==> src/rtl/trig_pkg.sv <==
`timescale 1ns/1ps
package trig_pkg;
  parameter int ID_W   = 4;
  parameter int STAGES = 4;

  typedef struct packed {
    logic            reqEn;
    logic [ID_W-1:0] reqId;
    logic            rspEn;
    logic [ID_W-1:0] rspId;
    logic            datEn;
    logic [ID_W-1:0] datId;
    logic            winEn;
    logic            cmdRd;
    logic            cmdWr;
  } qualCfg_t;

  localparam int QCFG_W = $bits(qualCfg_t);

  // control-to-datapath strobes
  typedef struct packed {
    logic active;  // bus cycle is considered
    logic clear;   // discard sequencer progress
  } ctlStb_t;
endpackage

==> src/rtl/trig_seq.sv <==
`timescale 1ns/1ps
module trig_seq
  import trig_pkg::*;
#(
  parameter int NUM_QUAL = 5
) (
  input  logic                       clk,
  input  logic                       rstN,
  input  ctlStb_t                    ctl,
  input  logic [NUM_QUAL-1:0]        evt,
  input  logic [STAGES*NUM_QUAL-1:0] stageMask,
  output logic                       done
);
  localparam int STG_W = (STAGES > 1) ? $clog2(STAGES) : 1;

  logic [STG_W-1:0]  stg;
  logic [STG_W-1:0]  eff;
  logic              effOk;
  logic              more;
  logic              fire;
  logic [STAGES-1:0] realStg;

  for (genvar k = 0; k < STAGES; k++) begin : g_real
    assign realStg[k] = |stageMask[k*NUM_QUAL +: NUM_QUAL];
  end

  // first non-empty stage at or after the stored pointer, and whether another follows
  always_comb begin
    eff   = '0;
    effOk = 1'b0;
    more  = 1'b0;
    for (int k = STAGES-1; k >= 0; k--) begin
      if (realStg[k] && (k >= int'(stg))) begin
        eff   = STG_W'(k);
        effOk = 1'b1;
      end
    end
    for (int k = 0; k < STAGES; k++) begin
      if (effOk && realStg[k] && (k > int'(eff))) more = 1'b1;
    end
    fire = ctl.active && effOk &&
           (|(stageMask[int'(eff)*NUM_QUAL +: NUM_QUAL] & evt));
    done = fire && !more;
  end

  always_ff @(posedge clk) begin
    if (!rstN)                          stg <= '0;
    else if (ctl.clear || !ctl.active)  stg <= '0;
    else if (fire)                      stg <= more ? (eff + STG_W'(1)) : '0;
  end
endmodule

==> src/rtl/trig_ctrl.sv <==
`timescale 1ns/1ps
module trig_ctrl
  import trig_pkg::*;
(
  input  logic    clk,
  input  logic    rstN,
  input  logic    ctlStart,
  input  logic    ctlStop,
  input  logic    ctlFreeze,
  output ctlStb_t stb,
  output logic    frozen
);
  logic running;

  always_ff @(posedge clk) begin
    if (!rstN) begin
      running <= 1'b0;
      frozen  <= 1'b0;
    end else if (ctlFreeze) begin
      running <= 1'b0;
      frozen  <= 1'b1;
    end else if (ctlStop) begin
      running <= 1'b0;
    end else if (ctlStart) begin
      running <= 1'b1;
      frozen  <= 1'b0;
    end
  end

  always_comb begin
    stb.active = running && !ctlStart && !ctlStop && !ctlFreeze;
    stb.clear  = ctlStart && !ctlStop && !ctlFreeze;
  end
endmodule

==> src/rtl/trig_datapath.sv <==
`timescale 1ns/1ps
module trig_datapath
  import trig_pkg::*;
#(
  parameter int ADDR_W    = 32,
  parameter int DATA_W    = 32,
  parameter int NUM_QUAL  = 5,
  parameter int NUM_SEQ   = 4,
  parameter int SEQ_BLK0  = 2,
  parameter int QUAL_BLK0 = 4
) (
  input  logic                               clk,
  input  logic                               rstN,
  input  ctlStb_t                            ctl,
  input  logic                               busAddrValid,
  input  logic                               busWrite,
  input  logic [ID_W-1:0]                    busReqId,
  input  logic [ADDR_W-1:0]                  busAddr,
  input  logic                               busDataValid,
  input  logic [ID_W-1:0]                    busRspId,
  input  logic [ID_W-1:0]                    busDataId,
  input  logic [DATA_W-1:0]                  busData,
  input  logic [NUM_QUAL*QCFG_W-1:0]         qualCfg,
  input  logic [ADDR_W-1:0]                  winBase,
  input  logic [ADDR_W-1:0]                  winMask,
  input  logic [NUM_SEQ*STAGES*NUM_QUAL-1:0] stageCfg,
  input  logic [NUM_SEQ-1:0]                 seqKind,
  output logic                               aSample,
  output logic                               dSample,
  output logic [NUM_SEQ-1:0]                 hitSeq,
  output logic [ADDR_W-1:0]                  capAddr,
  output logic [DATA_W-1:0]                  capData
);
  localparam int SEQ_CFG_W = STAGES * NUM_QUAL;

  logic                winHit;
  logic [NUM_QUAL-1:0] evt;
  logic [NUM_SEQ-1:0]  done;

  assign winHit = ((busAddr ^ winBase) & winMask) == '0;

  for (genvar q = 0; q < NUM_QUAL; q++) begin : g_qual
    qualCfg_t c;
    logic     needA, needD, cmdOk;
    assign c     = qualCfg[q*QCFG_W +: QCFG_W];
    assign needA = c.reqEn | c.winEn | c.cmdRd | c.cmdWr;
    assign needD = c.rspEn | c.datEn;
    assign cmdOk = !(c.cmdRd | c.cmdWr) | (c.cmdRd & !busWrite) | (c.cmdWr & busWrite);
    assign evt[q] = (needA | needD)
                  & (!needA | busAddrValid) & (!needD | busDataValid)
                  & (!c.reqEn | (c.reqId == busReqId))
                  & (!c.winEn | winHit) & cmdOk
                  & (!c.rspEn | (c.rspId == busRspId))
                  & (!c.datEn | (c.datId == busDataId));
  end

  for (genvar s = 0; s < NUM_SEQ; s++) begin : g_seq
    localparam int NVIS = (s < SEQ_BLK0) ? QUAL_BLK0 : NUM_QUAL;
    logic [NUM_QUAL-1:0] visMask;
    for (genvar q = 0; q < NUM_QUAL; q++) begin : g_vis
      assign visMask[q] = (q < NVIS);
    end
    trig_seq #(.NUM_QUAL(NUM_QUAL)) u_seq (
      .clk       (clk),
      .rstN      (rstN),
      .ctl       (ctl),
      .evt       (evt & visMask),
      .stageMask (stageCfg[s*SEQ_CFG_W +: SEQ_CFG_W]),
      .done      (done[s])
    );
  end

  always_ff @(posedge clk) begin
    if (!rstN) begin
      aSample <= 1'b0;
      dSample <= 1'b0;
      hitSeq  <= '0;
      capAddr <= '0;
      capData <= '0;
    end else begin
      aSample <= |(done & ~seqKind);
      dSample <= |(done & seqKind);
      hitSeq  <= done;
      if (|done) begin
        capAddr <= busAddr;
        capData <= busData;
      end
    end
  end
endmodule

==> src/rtl/bus_trig_seq.sv <==
`timescale 1ns/1ps
module bus_trig_seq
  import trig_pkg::*;
#(
  parameter int ADDR_W    = 32,
  parameter int DATA_W    = 32,
  parameter int NUM_QUAL  = 5,
  parameter int NUM_SEQ   = 4,
  parameter int SEQ_BLK0  = 2,
  parameter int QUAL_BLK0 = 4
) (
  input  logic                               clk,
  input  logic                               rstN,
  input  logic                               ctlStart,
  input  logic                               ctlStop,
  input  logic                               ctlFreeze,
  input  logic                               busAddrValid,
  input  logic                               busWrite,
  input  logic [ID_W-1:0]                    busReqId,
  input  logic [ADDR_W-1:0]                  busAddr,
  input  logic                               busDataValid,
  input  logic [ID_W-1:0]                    busRspId,
  input  logic [ID_W-1:0]                    busDataId,
  input  logic [DATA_W-1:0]                  busData,
  input  logic [NUM_QUAL*QCFG_W-1:0]         qualCfg,
  input  logic [ADDR_W-1:0]                  winBase,
  input  logic [ADDR_W-1:0]                  winMask,
  input  logic [NUM_SEQ*STAGES*NUM_QUAL-1:0] stageCfg,
  input  logic [NUM_SEQ-1:0]                 seqKind,
  output logic                               aSample,
  output logic                               dSample,
  output logic [NUM_SEQ-1:0]                 hitSeq,
  output logic [ADDR_W-1:0]                  capAddr,
  output logic [DATA_W-1:0]                  capData,
  output logic                               frozen
);
  ctlStb_t ctlStb;

  trig_ctrl u_ctrl (
    .clk(clk), .rstN(rstN), .ctlStart(ctlStart), .ctlStop(ctlStop),
    .ctlFreeze(ctlFreeze), .stb(ctlStb), .frozen(frozen)
  );

  trig_datapath #(
    .ADDR_W(ADDR_W), .DATA_W(DATA_W), .NUM_QUAL(NUM_QUAL),
    .NUM_SEQ(NUM_SEQ), .SEQ_BLK0(SEQ_BLK0), .QUAL_BLK0(QUAL_BLK0)
  ) u_dp (
    .clk(clk), .rstN(rstN), .ctl(ctlStb),
    .busAddrValid(busAddrValid), .busWrite(busWrite), .busReqId(busReqId),
    .busAddr(busAddr), .busDataValid(busDataValid), .busRspId(busRspId),
    .busDataId(busDataId), .busData(busData),
    .qualCfg(qualCfg), .winBase(winBase), .winMask(winMask),
    .stageCfg(stageCfg), .seqKind(seqKind),
    .aSample(aSample), .dSample(dSample), .hitSeq(hitSeq),
    .capAddr(capAddr), .capData(capData)
  );
endmodule

==> config.mk <==
export PLATFORM = sky130hd
export DESIGN_NAME = bus_trig_seq
export DESIGN_NICKNAME = d
export VERILOG_FILES = /design/src/rtl/trig_pkg.sv /design/src/rtl/trig_seq.sv /design/src/rtl/trig_ctrl.sv /design/src/rtl/trig_datapath.sv /design/src/rtl/bus_trig_seq.sv
export SDC_FILE = /design/constraint.sdc
export NUM_CORES = 1
export LEC_CHECK = 0
export BUFFER_PORTS_ARGS = -buffer_cell sky130_fd_sc_hd__buf_2
export CORE_AREA = 2 2 154 156
export DETAILED_ROUTE_END_ITERATION = 8
export DIE_AREA = 0 0 156 158
export GPL_TIMING_DRIVEN = 0
export PLACE_DENSITY = 0.57
export SYNTH_ARGS = -nofsm -noshare
export SYNTH_HDL_FRONTEND = slang
export SYNTH_SLANG_ARGS = --single-unit
==> constraint.sdc <==
create_clock -name clk -period 4.9 [get_ports clk]
set_input_delay 0.245 -clock clk [delete_from_list [all_inputs] [get_ports clk]]
set_output_delay 0.245 -clock clk [all_outputs]
set_load 0.01 [all_outputs]
==> results.yml, run 1 <==
timing:
  relSlewSlack_pct: 48.7
  slew_violations: 0
  layout_worst_path_cycle_share_pct: 71.3
  timing.clock.skew_ns: 0.0100
  period_needed_ns: 3.49
  setup-tns-final_ns: 0
  worst_pin_slew_ns: 0.759
  max_clock_freq_mhz: 286
  hold_viol: 0
  setup_viol: 0
  grt_setup_unrepaired: "false"
worst_setup_path:
  setup.worst_path.end_class: "flip-flop"
  critical_path_class: "in -> reg"
  arrival_ns: 3.72
  path_common_cell: "sky130_fd_sc_hd__a22oi_1"
  critical_path_required_ns: 5.13
  worst_r2r_endpoint: "u_dp.capAddr[1]"
  rrSetupSlack_ns: 1.51
  slowest_stage: "sky130_fd_sc_hd__a22oi_1"
  cp.depth: 14
  critical_path.max_stage_delay_ns: 0.51
  worstPathMaxFanout: 10
  reg2reg_depth: 11
  crit_chain: "buf_2 > xor2_1 > a22oi_1 > nand4_1 > nor4_2 > buf_4 > o2111a_1 > a22oi_1 > a311oi_2 > and2b_1 > and4b_1 > buf_6 > buf_12 > mux2i_1"
  crit_path_start_kind: "input port"
  critical_path.n_buffers_inverters: 4
  worst_r2r_startpoint: "u_dp.g_seq[2].u_seq.stg[0]"
  timing.critical_path.max_delay_family: "compound AO/OA/AOI/OAI gates"
hold_path:
  hold-path-cell-count: 2
  min-delay-path-class: "in -> reg"
  worstHoldStart: "ctlStop"
  min_delay_worst_endpoint: "u_ctrl.running"
yosys:
  synth_seq_area_share_pct: 26.1
  top_count_cell_post_synth: "sky130_fd_sc_hd__nand2_1"
  synth-warning-count: 0
  synth_common_cells: "sky130_fd_sc_hd__nand2_1 (156), sky130_fd_sc_hd__dfxtp_1 (80), sky130_fd_sc_hd__mux2i_1 (77), sky130_fd_sc_hd__xor2_1 (48), sky130_fd_sc_hd__xnor2_1 (44)"
  yosysTopAreaCell: "sky130_fd_sc_hd__dfxtp_1"
  synth_edf_count: 0
  synth-seq-cells: 80
  yosys-top-cells-area: "sky130_fd_sc_hd__dfxtp_1 (26%), sky130_fd_sc_hd__mux2i_1 (13%), sky130_fd_sc_hd__nand2_1 (9.6%), sky130_fd_sc_hd__xor2_1 (6.9%), sky130_fd_sc_hd__xnor2_1 (6.3%)"
  synthesis.area_mm2: 0.00613
  ys_async_sr_fraction_pct: 0
  post-synth-top-area-fraction_pct: 26.1
  yosys_most_used_dff: "sky130_fd_sc_hd__dfxtp_1"
  netlist_instances: 744
  synth_cell_type_count: 68
  postSynthAreaPerCell_um2: 8.24
  synth_fp_nets: 1078
clock_network:
  cts-resized-gates: 0
  cts_root_buffer: "sky130_fd_sc_hd__clkbuf_16"
  htreeDepth: 3
  numClockSinks: 80
  cts_hold_repair.buffers: 0
  cts_tree: "done"
  cts-buffers-inserted: 9
  postCtsSetupRepairBufs: 0
  cts.path.max_buffers: 2
  clock_latency_ns: 0.35
  clock_transition_time_at_the_flip_flop_clock_pins_of_the_worst_setup_and_hold_paths_ns: 0.07
route:
  detailed_route_via_count: 6930
  post-route-drc-count: 0
  wire_per_inst_um: 17.5
  drtAntennaViolNets: 0
  first_pass_iters: 4
  drt-vias-per-instance: 4.85
  drtIter0Drc: 334
  drt-total-wl_mm: 25.0
place:
  dpl-instance-area_mm2: 0.00840
  gp_congestion: 0.953
  placement.io_buffers: 378
  hpwl_mm: 21.5
final_layout:
  num-fill-cells: 2448
  finalNetCount: 1468
  areaGrowthSynthToFinish_pct: 42.0
  finalInstanceArea_mm2: 0.00871
  final_layout_size_suffix_gt1_share_pct: 37.8
  diodes: 0
global_routing:
  grt_pass1_wl_mm: 36.0
  grt.total_usage_pct: 19.1
  initial_antenna_violation_count: 0
  first_global_vias: 6522
  gr-total-overflow: 0
  grt_max_degree: 17
power_and_ir_drop:
  power.leakage_nw: 4.57
  powerDensity_mw_per_mm2: 198
  irDropWorstVdd_mv: 0.150
die:
  floorplan.rows: 56
  io-pin-count: 393
  start_util_pct: 26.6
  design.die.area_mm2: 0.0246
  chipHeight_um: 158
  placeableCoreArea_mm2: 0.0231
  die_width_um: 156
outcome:
  outcome: "finished clean"
job:
  cap_viol_max_count: 0
## area by class of cell
cell class | count | area, µm² | share of cell area, %
Clock inverter | 7 | 83.8 | 0.963
Multi-Input combinational cell | 604 | 4190 | 48.1
Sequential cell | 80 | 1600 | 18.4
Timing Repair Buffer | 379 | 1900 | 21.8
Clock buffer | 9 | 225 | 2.59
Tap cell | 290 | 363 | 4.17
Buffer | 38 | 263 | 3.02
Inverter | 22 | 82.6 | 0.948
## cells by family (layout without fill, tap and decap cells)
family,count (synthesis),in the layout,synth area share [%]
muxes,87,87,15.4
xor gates and xnor gates,92,92,13.1
buffers and inverters,60,455,5.63
and+or+nand+nor,290,290,21.9
adders and majority gates,12,12,2.45
AOI/OAI and AO/OA,123,123,15.4
DFF,80,80,26.1
## where the power goes
part	internal [W]	switching [W]	leakage [nW]
Clock	0.000405	0.000303	0.149
Sequential	0.000651	0.000000295	0.644
Combinational	0.000177	0.000190	3.77
Total	0.00123	0.000493	4.57
## layout by cell type (no fill, tap or decap), types with 6 or more instances in the layout
cell                          n
sky130_fd_sc_hd__nor2_1      43
sky130_fd_sc_hd__buf_2      378
sky130_fd_sc_hd__ha_1        12
sky130_fd_sc_hd__a21oi_1     14
sky130_fd_sc_hd__or3_1        6
sky130_fd_sc_hd__nor4_1       7
sky130_fd_sc_hd__o21ai_0     20
sky130_fd_sc_hd__mux2i_1     77
sky130_fd_sc_hd__inv_1       20
sky130_fd_sc_hd__clkbuf_16    9
sky130_fd_sc_hd__buf_12       6
sky130_fd_sc_hd__xor2_1      48
sky130_fd_sc_hd__or4_1       14
sky130_fd_sc_hd__o211ai_1     7
sky130_fd_sc_hd__clkbuf_1    28
sky130_fd_sc_hd__nand4_1     17
sky130_fd_sc_hd__a211oi_1     8
sky130_fd_sc_hd__a22oi_1     23
sky130_fd_sc_hd__nand3_1     17
sky130_fd_sc_hd__nand2_1    156
sky130_fd_sc_hd__dfxtp_1     80
sky130_fd_sc_hd__xnor2_1     44
## flip-flops by register name, indices dropped and copies added (netlist names)
register              cells
u_dp.capAddr             32
u_dp.capData             32
u_dp.g_seq.u_seq.stg      8
u_dp.hitSeq               4
u_ctrl.frozen             1
u_ctrl.running            1
u_dp.aSample              1
u_dp.dSample              1
## worst max-delay path by stage
| stage | start | end | slack (ns) |
|---|---|---|---|
| after floorplan | stageCfg[60] | u_dp.capAddr[0] | 1.66 |
| final | busAddr[20] | u_dp.capAddr[1] | 1.41 |
| after CTS | stageCfg[60] | u_dp.capAddr[0] | 1.45 |
| after global placement | busAddr[16] | u_dp.capAddr[8] | 0.09 |
| after detailed placement | stageCfg[60] | u_dp.capAddr[30] | 1.10 |
| after global routing | stageCfg[10] | u_dp.capAddr[0] | 1.27 |
## routing by layer
layer | global-route usage (%) | vias to the layer above | wire length, µm | part of all wire (%)
li1 | - | 3433 | - | -
met1 | 27.8 | 3284 | 12000 | 48
met2 | 30.1 | 193 | 11800 | 47
met3 | 2.76 | 20 | 964 | 3.8
met4 | 3.71 | 0 | 286 | 1.1
met5 | 0 | - | 0 | 0
## stage by stage
step / power, W / hold WS [ns] / utilization [%] / std cells / setup WS (ns)
finish: 0.00172 / 0.0794 / 37.8 / 1429 / 1.41
global route: 0.00181 / 0.0723 / 37.8 / 1429 / 1.27
CTS: 0.00174 / 0.0595 / 37.8 / 1429 / 1.45
detailed placement: 0.00103 / 0.437 / 36.4 / 1413 / 1.10
global placement: 0.00103 / 0.440 / 36.4 / 1412 / 0.0887
floorplan: 0.000823 / 0.323 / - / 744 / 1.66
Note: power is estimated with default switching activity, not from simulation.
==> run 2, diff against run 1 <==
CORE_AREA = 2 2 153 155   (was 2 2 154 156)
DIE_AREA = 0 0 155 157   (was 0 0 156 158)
PLACE_DENSITY = 0.59   (was 0.57)
clock period = 3.19 ns   (was 4.9 ns; I/O delays follow)
==> run 2 against run 1 <==
Clock power grew 53%. Clock-buffer cell count up 2. Via count grew 2.0%. Cell area up 5.2%. Non-clock buffer count is 23 higher. Critical path depth unchanged. Critical endpoint is now u_dp.capData[30]. Highest routed layer unchanged.
==> results.yml, run 2 (synthesis gave the netlist of run 1 again) <==
place:
  placement.io_buffers: 378
  gp_congestion: 0.970
  hpwl_mm: 21.5
  place_ws_ns: -0.562
global_routing:
  initial_antenna_violation_count: 0
  grt.total_usage_pct: 19.8
  global_route.usage.met1_pct: 28.5
  globalRouteMet2Util_pct: 30.6
  first_global_vias: 6633
  gr-usage-met3_pct: 4.07
  grt.busiest_layer: "met2"
  gr-total-overflow: 0
  grt_max_degree: 15
  grt_pass1_wl_mm: 37.0
timing:
  layout_worst_path_cycle_share_pct: 99.9
  relSlewSlack_pct: 54.2
  setup_viol: 0
  grt_setup_unrepaired: "true"
  period_needed_ns: 3.19
  setup-tns-final_ns: 0
  max_clock_freq_mhz: 314
  hold_viol: 0
  slew_violations: 0
  timing.clock.skew_ns: 0.00501
  worst_pin_slew_ns: 0.678
  finalWorstSetupSlack_ns: 0.00238
clock_network:
  numClockSinks: 80
  cts_root_buffer: "sky130_fd_sc_hd__clkbuf_16"
  clock_transition_time_at_the_flip_flop_clock_pins_of_the_worst_setup_and_hold_paths_ns: 0.07
  cts_tree: "done"
  cts.path.max_buffers: 2
  htreeDepth: 3
  cts-buffers-inserted: 9
  clock_latency_ns: 0.35
route:
  wire_per_inst_um: 17.8
  detailed_route_via_count: 7071
  post-route-drc-count: 0
  drtAntennaViolNets: 0
  drt-total-wl_mm: 25.8
  first_pass_iters: 5
  drtIter0Drc: 393
  drt-vias-per-instance: 4.89
worst_setup_path:
  setup.worst_path.end_class: "flip-flop"
  reg2reg_depth: 12
  rrSetupSlack_ns: 0.02
  crit_path_start_kind: "input port"
  critical_path_class: "in -> reg"
  worst_r2r_startpoint: "u_dp.g_seq[2].u_seq.stg[0]"
  crit_chain: "buf_2 > or4_1 > nor2_1 > nor2_1 > a2bb2oi_4 > mux4_2 > a22oi_2 > a311oi_2 > and2b_2 > and4b_4 > buf_16 > buf_12 > buf_12 > mux2i_1"
  critical_path_required_ns: 3.46
  slowest_stage: "sky130_fd_sc_hd__mux4_2"
  worstPathMaxFanout: 6
  arrival_ns: 3.46
  critical_path.max_stage_delay_ns: 0.56
  cp_launch_point: "stageCfg[46]"
  worst_r2r_endpoint: "u_dp.capData[30]"
final_layout:
  diodes: 0
  num-fill-cells: 2327
  finish.utilization_pct: 40.7
  finalNetCount: 1491
  final_common_cell: "sky130_fd_sc_hd__buf_2"
  areaGrowthSynthToFinish_pct: 49.5
  layout_common_cells: "sky130_fd_sc_hd__buf_2 (377), sky130_fd_sc_hd__nand2_1 (154), sky130_fd_sc_hd__dfxtp_1 (79)"
  final_layout_size_suffix_gt1_share_pct: 40.5
  largest_registers: "u_dp.capAddr (32), u_dp.capData (32), u_dp.g_seq.u_seq.stg (8)"
hold_path:
  worstHoldStart: "busData[9]"
  hold-path-cell-count: 3
  min_delay_worst_endpoint: "u_dp.capData[9]"
  min-delay-path-class: "in -> reg"
power_and_ir_drop:
  power.share.combinational_pct: 21.6
  irDropWorstVdd_mv: 0.202
  switchingPower_w: 0.000741
  powerDensity_mw_per_mm2: 289
  clock_power_share_pct: 40.7
  fin_total_pwr_w: 0.00265
  power.sequential.fraction_pct: 37.7
  p_int_w: 0.00191
  switching_share_pct: 28.0
  power.leakage_nw: 4.75
die:
  die_width_um: 155
  start_util_pct: 27.2
  design.die.area_mm2: 0.0243
  placeableCoreArea_mm2: 0.0225
  chipHeight_um: 157
  floorplan.rows: 55
  io-pin-count: 393
job:
  cap_viol_max_count: 0
outcome:
  outcome: "finished clean"
run 2: power groups by stage:
stage                     sequential (W)  clock (W)  combinational, W
final                            0.00100    0.00108          0.000572
after global routing             0.00100    0.00115          0.000623
after floorplan                  0.00102          0          0.000242
after CTS                        0.00100    0.00110          0.000563
after global placement           0.00102          0          0.000553
after detailed placement         0.00102          0          0.000553
run 2: metrics by stage:
step | instances | hold slack [ns] | instance area (µm²)
after floorplan | 744 | 0.238 | 6130
after global placement | 1407 | 0.350 | 8380
after detailed placement | 1408 | 0.359 | 8390
after CTS | 1440 | 0.0402 | 8980
after global routing | 1447 | 0.0349 | 9160
final | 1447 | 0.0444 | 9160
run 2: worst max-delay path by stage:
stage,end,slack [ns],depth (start not counted)
floorplan,u_dp.capAddr[0],0.03,13
global placement,u_dp.capAddr[10],-1.77,13
detailed placement,u_dp.capAddr[10],-0.56,14
CTS,u_dp.capAddr[10],-0.06,13
global route,u_dp.capData[29],-0.16,12
finish,u_dp.capData[30],0.002,14
run 2: cell type report:
type / count / area, µm² / area share (%)
well taps: 285 / 357 / 3.89
plain buffers: 37 / 260 / 2.84
flip-flops and latches: 80 / 1600 / 17.5
repair buffers: 403 / 2260 / 24.6
inverters: 22 / 82.6 / 0.901
clock inverters: 5 / 63.8 / 0.696
clock buffers: 11 / 243 / 2.65
multi-input cells: 604 / 4300 / 46.9
run 2: per-layer routing:
metal	up-vias	wire length, µm
met2	237	11900
li1	3469	-
met3	33	1570
met5	-	0
met4	0	396
met1	3332	11900
run 2: repair_timing:
item / 4_1_cts / 5_1_grt
hold buffers: 2 / 0
pin swaps: 2 / 7
setup buffers: 13 / 2
cloned: 2 / 6
hold endpoints to repair: 1 / 0
setup endpoints to repair: 64 / 64
gates resized for setup: 24 / 12
run 2: critical path, delay by kind of cell:
kind            cells  cell delay (ns)
buf+inv             4             0.47
compound gates      3             0.61
mux                 2             0.74
simple gates        5             1.46
